### config.mk
export PLATFORM = sky130hd
export DESIGN_NAME = stoch_quant
export DESIGN_NICKNAME = d
export VERILOG_FILES = /design/src/rtl/sq_pkg.sv /design/src/rtl/sq_lfsr.sv /design/src/rtl/sq_round.sv /design/src/rtl/sq_clip.sv /design/src/rtl/stoch_quant.sv
export SDC_FILE = /design/constraint.sdc
export NUM_CORES = 1
export LEC_CHECK = 0
export BUFFER_PORTS_ARGS = -buffer_cell sky130_fd_sc_hd__buf_2
export CORE_ASPECT_RATIO = 0.7
export CORE_MARGIN = 8
export CORE_UTILIZATION = 50
export CTS_CLUSTER_SIZE = 28
export DETAILED_ROUTE_END_ITERATION = 12
export GPL_TIMING_DRIVEN = 0
export PLACE_DENSITY = 0.73
export RECOVER_POWER = 25
export SYNTH_ARGS = -nofsm -noshare
export SYNTH_HDL_FRONTEND = slang
export SYNTH_HIERARCHICAL = 1
export SYNTH_SLANG_ARGS = --single-unit
### constraint.sdc
create_clock -name clk_i -period 11.31 [get_ports clk_i]
set_input_delay 0.5655 -clock clk_i [delete_from_list [all_inputs] [get_ports clk_i]]
set_output_delay 0.5655 -clock clk_i [all_outputs]
set_load 0.02 [all_outputs]
### src/rtl/sq_pkg.sv
package sq_pkg;
  localparam int LFSR_W = 16;

  typedef enum logic [1:0] {
    QM_SYM  = 2'b00,
    QM_ASYM = 2'b01,
    QM_UNS  = 2'b10,
    QM_SYMX = 2'b11
  } qmode_e;
endpackage

### src/rtl/sq_lfsr.sv
module sq_lfsr
  import sq_pkg::*;
#(
  parameter logic [LFSR_W-1:0] RST_VAL = 16'hACE1
) (
  input  logic              clk_i,
  input  logic              rst_ni,
  input  logic              step_i,
  input  logic              load_i,
  input  logic [LFSR_W-1:0] seed_i,
  output logic [LFSR_W-1:0] state_o
);
  logic [LFSR_W-1:0] s_q;
  logic              fb;

  // x^16 + x^14 + x^13 + x^11 + 1, maximal length
  assign fb = s_q[15] ^ s_q[13] ^ s_q[12] ^ s_q[10];

  always_ff @(posedge clk_i or negedge rst_ni) begin
    if (!rst_ni)      s_q <= RST_VAL;
    else if (load_i)  s_q <= (seed_i == '0) ? LFSR_W'(1) : seed_i;
    else if (step_i)  s_q <= {s_q[LFSR_W-2:0], fb};
  end

  assign state_o = s_q;
endmodule

### src/rtl/sq_round.sv
module sq_round
  import sq_pkg::*;
#(
  parameter int IN_W   = 24,
  parameter int FRAC_W = 8
) (
  input  logic [IN_W-1:0]             data_i,
  input  logic                        stoch_i,
  input  logic [LFSR_W-1:0]           thr_i,
  output logic signed [IN_W-FRAC_W:0] int_o
);
  localparam int IW = IN_W - FRAC_W;
  localparam int OW = IW + 1;
  localparam logic [FRAC_W-1:0] HALF = FRAC_W'(1) << (FRAC_W - 1);

  logic signed [IW-1:0] flr;
  logic [FRAC_W-1:0]    frac;
  logic [LFSR_W-1:0]    frac_al;
  logic                 neg, inc;

  assign flr     = data_i[IN_W-1:FRAC_W];   // arithmetic floor
  assign frac    = data_i[FRAC_W-1:0];
  assign frac_al = LFSR_W'(frac) << (LFSR_W - FRAC_W);
  assign neg     = data_i[IN_W-1];

  always_comb begin
    if (stoch_i) inc = frac_al > thr_i;
    else if (neg) inc = frac > HALF;         // half goes toward -inf on the floor: away from zero
    else          inc = frac >= HALF;
  end

  assign int_o = OW'(flr) + OW'(inc);
endmodule

### src/rtl/sq_clip.sv
module sq_clip
  import sq_pkg::*;
#(
  parameter int VAL_W = 17
) (
  input  logic signed [VAL_W-1:0] val_i,
  input  qmode_e                  mode_i,
  input  logic signed [7:0]       zp_i,
  output logic [7:0]              q_o,
  output logic                    sat_o
);
  localparam int SW = VAL_W + 1;

  logic signed [SW-1:0] sum, lo, hi;

  always_comb begin
    sum = (mode_i == QM_ASYM) ? SW'(val_i) + SW'(zp_i) : SW'(val_i);
    unique case (mode_i)
      QM_ASYM: begin lo = SW'(-128); hi = SW'(127); end
      QM_UNS:  begin lo = SW'(0);    hi = SW'(255); end
      default: begin lo = SW'(-127); hi = SW'(127); end
    endcase
    if (sum < lo) begin
      q_o = lo[7:0]; sat_o = 1'b1;
    end else if (sum > hi) begin
      q_o = hi[7:0]; sat_o = 1'b1;
    end else begin
      q_o = sum[7:0]; sat_o = 1'b0;
    end
  end
endmodule

### src/rtl/stoch_quant.sv
module stoch_quant
  import sq_pkg::*;
#(
  parameter int                IN_W     = 24,
  parameter int                FRAC_W   = 8,
  parameter logic [LFSR_W-1:0] LFSR_RST = 16'hACE1
) (
  input  logic              clk_i,
  input  logic              rst_ni,
  input  logic              valid_i,
  input  logic [IN_W-1:0]   data_i,
  input  logic [1:0]        mode_i,
  input  logic              round_sel_i,
  input  logic [7:0]        zero_pt_i,
  input  logic              seed_load_i,
  input  logic [LFSR_W-1:0] seed_i,
  output logic              valid_o,
  output logic [7:0]        data_o,
  output logic              sat_o
);
  localparam int INT_W = IN_W - FRAC_W + 1;

  logic [LFSR_W-1:0]       lfsr_q;
  logic signed [INT_W-1:0] rnd;
  logic [7:0]              q;
  logic                    sat;

  sq_lfsr #(.RST_VAL(LFSR_RST)) i_lfsr (
    .clk_i   (clk_i),
    .rst_ni  (rst_ni),
    .step_i  (valid_i),
    .load_i  (seed_load_i),
    .seed_i  (seed_i),
    .state_o (lfsr_q)
  );

  sq_round #(.IN_W(IN_W), .FRAC_W(FRAC_W)) i_round (
    .data_i  (data_i),
    .stoch_i (round_sel_i),
    .thr_i   (lfsr_q),
    .int_o   (rnd)
  );

  sq_clip #(.VAL_W(INT_W)) i_clip (
    .val_i  (rnd),
    .mode_i (qmode_e'(mode_i)),
    .zp_i   (zero_pt_i),
    .q_o    (q),
    .sat_o  (sat)
  );

  always_ff @(posedge clk_i or negedge rst_ni) begin
    if (!rst_ni) begin
      valid_o <= 1'b0;
      data_o  <= '0;
      sat_o   <= 1'b0;
    end else begin
      valid_o <= valid_i;
      if (valid_i) begin
        data_o <= q;
        sat_o  <= sat;
      end
    end
  end
endmodule

==> flow_summary.html <==
<table>
<tr><th>Metric</th><th>Value</th></tr>
<tr><th colspan="2">Setup path</th></tr>
<tr><td>Worst EP required</td><td>between 10 and 15 ns</td></tr>
<tr><td>Worst setup path class</td><td>flop to flop</td></tr>
<tr><td>Origin of the critical flop-to-flop path</td><td>i_lfsr/state_o[11]$_DFFE_PN1P_</td></tr>
<tr><td>Most numerous cell on the critical path</td><td>sky130_fd_sc_hd__ha_1</td></tr>
<tr><td>Data arrival time of the worst path</td><td>6.71 ns</td></tr>
<tr><td>FF-to-FF setup slack</td><td>between 4 and 5 ns</td></tr>
<tr><td>Kind of start point of the critical path</td><td>flop</td></tr>
<tr><td>Depth of the worst register-to-register path</td><td>28</td></tr>
<tr><td>Worst reg2reg path endpoint</td><td>data_o[4]$_DFFE_PN0P_</td></tr>
<tr><td>Cell with the largest stage delay on the worst path</td><td>sky130_fd_sc_hd__dfstp_2</td></tr>
<tr><td>Biggest cell delay along the critical path</td><td>~0.56 ns</td></tr>
<tr><td>Type of destination of the critical path</td><td>flop</td></tr>
<tr><td>Largest fanout on the critical path</td><td>10</td></tr>
<tr><th colspan="2">Clock tree</th></tr>
<tr><td>CTS max path bufs</td><td>2</td></tr>
<tr><td>Post-CTS repair timing setup buffer count</td><td>0</td></tr>
<tr><td>Num Clock Sinks</td><td>26</td></tr>
<tr><td>Hold buffer count at CTS</td><td>0</td></tr>
<tr><td>Clock-pin transition on the worst setup and hold timing paths</td><td>around 0.090 ns</td></tr>
<tr><td>Post-cts gate resize count</td><td>0</td></tr>
<tr><td>CTS H-tree lvls</td><td>1</td></tr>
<tr><td>Cts bufs inserted</td><td>3</td></tr>
<tr><td>Clock root cell</td><td>sky130_fd_sc_hd__clkbuf_8</td></tr>
<tr><td>Clk_lat worst skew</td><td>between 0.2 and 0.3 ns</td></tr>
<tr><td>CTS tree</td><td>yes</td></tr>
<tr><th colspan="2">Global route</th></tr>
<tr><td>Initial antenna violation count</td><td>0</td></tr>
<tr><td>Overflow left after global routing</td><td>0</td></tr>
<tr><td>Total track usage</td><td>18.9%</td></tr>
<tr><td>Wire length of the first global-routing pass</td><td>15.4 mm</td></tr>
<tr><td>Pin count of the biggest net entering global routing</td><td>27</td></tr>
<tr><td>Number of global-route vias before repair</td><td>roughly 3200</td></tr>
<tr><th colspan="2">Synth</th></tr>
<tr><td>Net count after synthesis</td><td>between 500 and 600</td></tr>
<tr><td>Part of the Yosys area used for sequential elements</td><td>between 10% and 20%</td></tr>
<tr><td>Post-synth top area share</td><td>14.7%</td></tr>
<tr><td>Mapped Avg Cell Area</td><td>around 8.4 um2</td></tr>
<tr><td>Library cells used by synthesis</td><td>just under 70</td></tr>
<tr><td>Leading post-synthesis cells by cell area</td><td>sky130_fd_sc_hd__ha_1 (15%), sky130_fd_sc_hd__dfrtp_1 (13%), sky130_fd_sc_hd__dfstp_2 (6.0%)</td></tr>
<tr><td>Synth warn</td><td>6</td></tr>
<tr><td>Dominant cell type by area after synthesis</td><td>sky130_fd_sc_hd__ha_1</td></tr>
<tr><td>Synthesized area</td><td>around 3500 um2</td></tr>
<tr><td>FF+latch count, synth</td><td>26</td></tr>
<tr><td>Predominant post-synthesis flop cell</td><td>sky130_fd_sc_hd__dfrtp_1</td></tr>
<tr><td>Number of instances in the synthesized netlist</td><td>between 400 and 500</td></tr>
<tr><td>Number of synthesized flops with an enable pin</td><td>0</td></tr>
<tr><td>Async set-reset flop share out of synthesis</td><td>100%</td></tr>
<tr><th colspan="2">Timing</th></tr>
<tr><td>Number of hold violations in the final report</td><td>0</td></tr>
<tr><td>Highest clock frequency the design can meet</td><td>0.153 GHz</td></tr>
<tr><td>RSZ-0062 raised after global routing</td><td>false</td></tr>
<tr><td>Final-layout setup total negative slack</td><td>0 ns</td></tr>
<tr><td>Worst Tran Pin Value</td><td>approximately 1.4 ns</td></tr>
<tr><td>Final-report setup violation count</td><td>0</td></tr>
<tr><td>Final-report max-slew violation count</td><td>0</td></tr>
<tr><td>Clock tree skew after final layout</td><td>around 0.007 ns</td></tr>
<tr><td>Crit path time final</td><td>6.55 ns</td></tr>
<tr><td>Worst slew slack as a fraction of its limit</td><td>8.70%</td></tr>
<tr><td>Fin crit share</td><td>57.9%</td></tr>
<tr><th colspan="2">Route</th></tr>
<tr><td>Wire length on met2</td><td>between 3 and 4 mm</td></tr>
<tr><td>Residual DRC</td><td>0</td></tr>
<tr><td>Highest signal layer in the routed design</td><td>met4</td></tr>
<tr><td>Post-route antenna net violation count</td><td>0</td></tr>
<tr><td>Initial DRC count</td><td>roughly 140</td></tr>
<tr><td>Total detailed-routing wirelength</td><td>between 9 and 10 mm</td></tr>
<tr><td>Total length of routed met3 wires</td><td>about 670 um</td></tr>
<tr><td>Total via count after detailed routing</td><td>approximately 3400</td></tr>
<tr><td>Number of vias per cell</td><td>around 5.8</td></tr>
<tr><td>Met1 Wirelength</td><td>4.76 mm</td></tr>
<tr><td>Per-cell routed wire length</td><td>between 15 and 20 um</td></tr>
<tr><td>First-pass iteration count of the detailed router</td><td>4</td></tr>
<tr><th colspan="2">Status</th></tr>
<tr><td>Status</td><td>finished clean</td></tr>
<tr><th colspan="2">Power and ir drop</th></tr>
<tr><td>Combinational share of power</td><td>49.8%</td></tr>
<tr><td>Seq pwr share</td><td>a little under a third</td></tr>
<tr><td>Peak supply drop</td><td>between 0.00004 and 0.00005 V</td></tr>
<tr><td>Power per Cell Area</td><td>around 100 nW/um2</td></tr>
<tr><td>Net Sw Power</td><td>~150 uW</td></tr>
<tr><td>Internal Power</td><td>about 240 uW</td></tr>
<tr><td>Clk network pwr share</td><td>slightly below 20%</td></tr>
<tr><td>Cell leakage power</td><td>between 0.0015 and 0.002 uW</td></tr>
<tr><td>Fraction of power spent switching nets</td><td>approximately two fifths</td></tr>
<tr><th colspan="2">Floorplanning</th></tr>
<tr><td>Number of ports placed on the die boundary</td><td>65</td></tr>
<tr><td>Die ar.</td><td>between 9000 and 10000 um2</td></tr>
<tr><td>Vertical die dimension</td><td>roughly 86 um</td></tr>
<tr><td>Area of the placeable core</td><td>between 6000 and 7000 um2</td></tr>
<tr><td>Starting density of the core</td><td>about half</td></tr>
<tr><td>Horizontal die dimension</td><td>~120 um</td></tr>
<tr><td>Number of core rows</td><td>25</td></tr>
<tr><th colspan="2">Finish</th></tr>
<tr><td>Share of post-route cells with drive strength above 1</td><td>between 20% and 30%</td></tr>
<tr><td>Final net count</td><td>between 500 and 600</td></tr>
<tr><td>Final standard cell area without fillers</td><td>approximately 4000 um2</td></tr>
<tr><td>Growth of design area from synthesis to finish</td><td>14.6%</td></tr>
<tr><td>Diode count</td><td>0</td></tr>
<tr><td>Number of filler cells placed in the layout</td><td>approximately 640</td></tr>
<tr><th colspan="2">Run</th></tr>
<tr><td>Max-capacitance violation count</td><td>0</td></tr>
<tr><th colspan="2">Min path</th></tr>
<tr><td>Worst min-delay path endpoint</td><td>valid_o$_DFF_PN0_</td></tr>
<tr><td>Depth of the worst hold-timing path</td><td>1</td></tr>
<tr><td>HP Class</td><td>input port to flop</td></tr>
<tr><td>Hold path startpoint</td><td>valid_i</td></tr>
<tr><th colspan="2">Placed design</th></tr>
<tr><td>HPWL Detailed</td><td>a little under 8 mm</td></tr>
<tr><td>Placer's final routability congestion estimate</td><td>between 0.9 and 1</td></tr>
<tr><td>Cell area after placement</td><td>slightly below 4000 um2</td></tr>
<tr><td>Count of buffers inserted at the top-level ports</td><td>between 60 and 70</td></tr>
</table>
==> worst max-delay path, delay by kind of cell, from the launching register on <==
family,cells,cell delay (ns)
AOI/OAI and AO/OA,10,1.98
xor gates and xnor gates,1,0.30
adders and majority gates,4,1.14
buffers and inverters,3,0.48
DFF,1,0.56
muxes,3,0.85
and+or+nand+nor,7,1.10
==> how the worst max path moves through the flow <==
stage	endpoint	startpoint
finish	data_o[4]$_DFFE_PN0P_	i_lfsr/state_o[11]$_DFFE_PN1P_
global placement	data_o[4]$_DFFE_PN0P_	data_i[1]
floorplan	data_o[7]$_DFFE_PN0P_	data_i[5]
CTS	data_o[4]$_DFFE_PN0P_	i_lfsr/state_o[11]$_DFFE_PN1P_
detailed placement	data_o[4]$_DFFE_PN0P_	data_i[1]
global route	data_o[7]$_DFFE_PN0P_	i_lfsr/state_o[11]$_DFFE_PN1P_
==> cell families (layout without fill, tap and decap cells) <==
group	Yosys count	count (layout)	share of synthesized area (%)
mux	33	33	10.9
buf+inv	37	105	5.11
fa+ha+maj	42	42	15.3
compound gates	108	108	20.5
simple gates	142	142	22.8
flops	26	26	19.0
xor+xnor	25	25	6.29
==> synthesized netlist by cell type (all sizes together), types with 2 or more instances <==
| master | count |
|---|---|
| nor3 | 5 |
| nor4 | 7 |
| clkbuf | 5 |
| nand2 | 40 |
| or3 | 2 |
| and3 | 5 |
| nor2 | 25 |
| a21o | 5 |
| nand2b | 8 |
| ha | 41 |
| inv | 21 |
| xor2 | 9 |
| nand3b | 6 |
| o211ai | 8 |
| dfrtp | 18 |
| buf | 11 |
| a31oi | 3 |
| dfstp | 8 |
| a211o | 4 |
| a41oi | 2 |
| o311ai | 2 |
| o21ai | 37 |
| nor2b | 4 |
| xnor2 | 16 |
| nor4b | 4 |
| nand3 | 16 |
| mux2 | 13 |
| or2 | 3 |
| and2 | 3 |
| a211oi | 9 |
| mux2i | 20 |
| a21oi | 24 |
| o31ai | 3 |
| a2111oi | 2 |
| nand4 | 7 |
| and4 | 2 |
==> area by class of cell <==
class / instances / area, um2 / share of cell area [%]
Clock inverter: 1 / 30.0 / 0.753
Multi-Input combinational cell: 350 / 2640 / 66.3
Sequential cell: 26 / 661 / 16.6
Tap cell: 94 / 118 / 2.95
Buffer: 16 / 98.8 / 2.48
Inverter: 21 / 78.8 / 1.98
Timing Repair Buffer: 64 / 318 / 7.97
Clock buffer: 3 / 41.3 / 1.04
==> sequential cells by signal (all words and copies together) (netlist names) <==
register,count
data_o,8
sat_o,1
i_lfsr/state_o,16
valid_o,1
==> cell usage in the layout, fill, tap and decap left out, drive strengths merged, types with 8 or more instances in the layout <==
master	count
xor2	9
mux2i	20
clkbuf	10
nand2	40
a211oi	9
dfrtp	18
ha	41
dfstp	8
buf	73
inv	21
nand2b	8
mux2	13
o21ai	37
a21oi	24
o211ai	8
xnor2	16
nor2	25
nand3	16
==> through the flow <==
stage	total power [uW]	cells	hold WS [ns]	utilization (%)	setup WS [ns]
5_1_grt	429	575	0.457	59.0	4.31
6_report	399	575	0.468	59.0	4.76
4_1_cts	400	575	0.298	59.0	4.81
2_1_floorplan	262	413	0.270	-	5.63
3_5_place_dp	322	571	0.499	58.0	4.74
3_3_place_gp	315	571	0.497	58.0	4.85
==> routing by layer <==
metal / vias up / GRT usage [%]
met5: - / 0
met4: 0 / 2.81
met3: 8 / 3.72
met2: 104 / 27.5
met1: 1570 / 28.1
li1: 1669 / -
==> power by group through the flow <==
stage | Combinational, uW | Clock, uW | Sequential, uW
floorplan | 129 | 0 | 133
global route | 220 | 83.0 | 126
finish | 199 | 77.2 | 123
detailed placement | 197 | 0 | 125
CTS | 198 | 79.0 | 123
global placement | 191 | 0 | 124
Note: power is estimated with default switching activity, not from simulation.
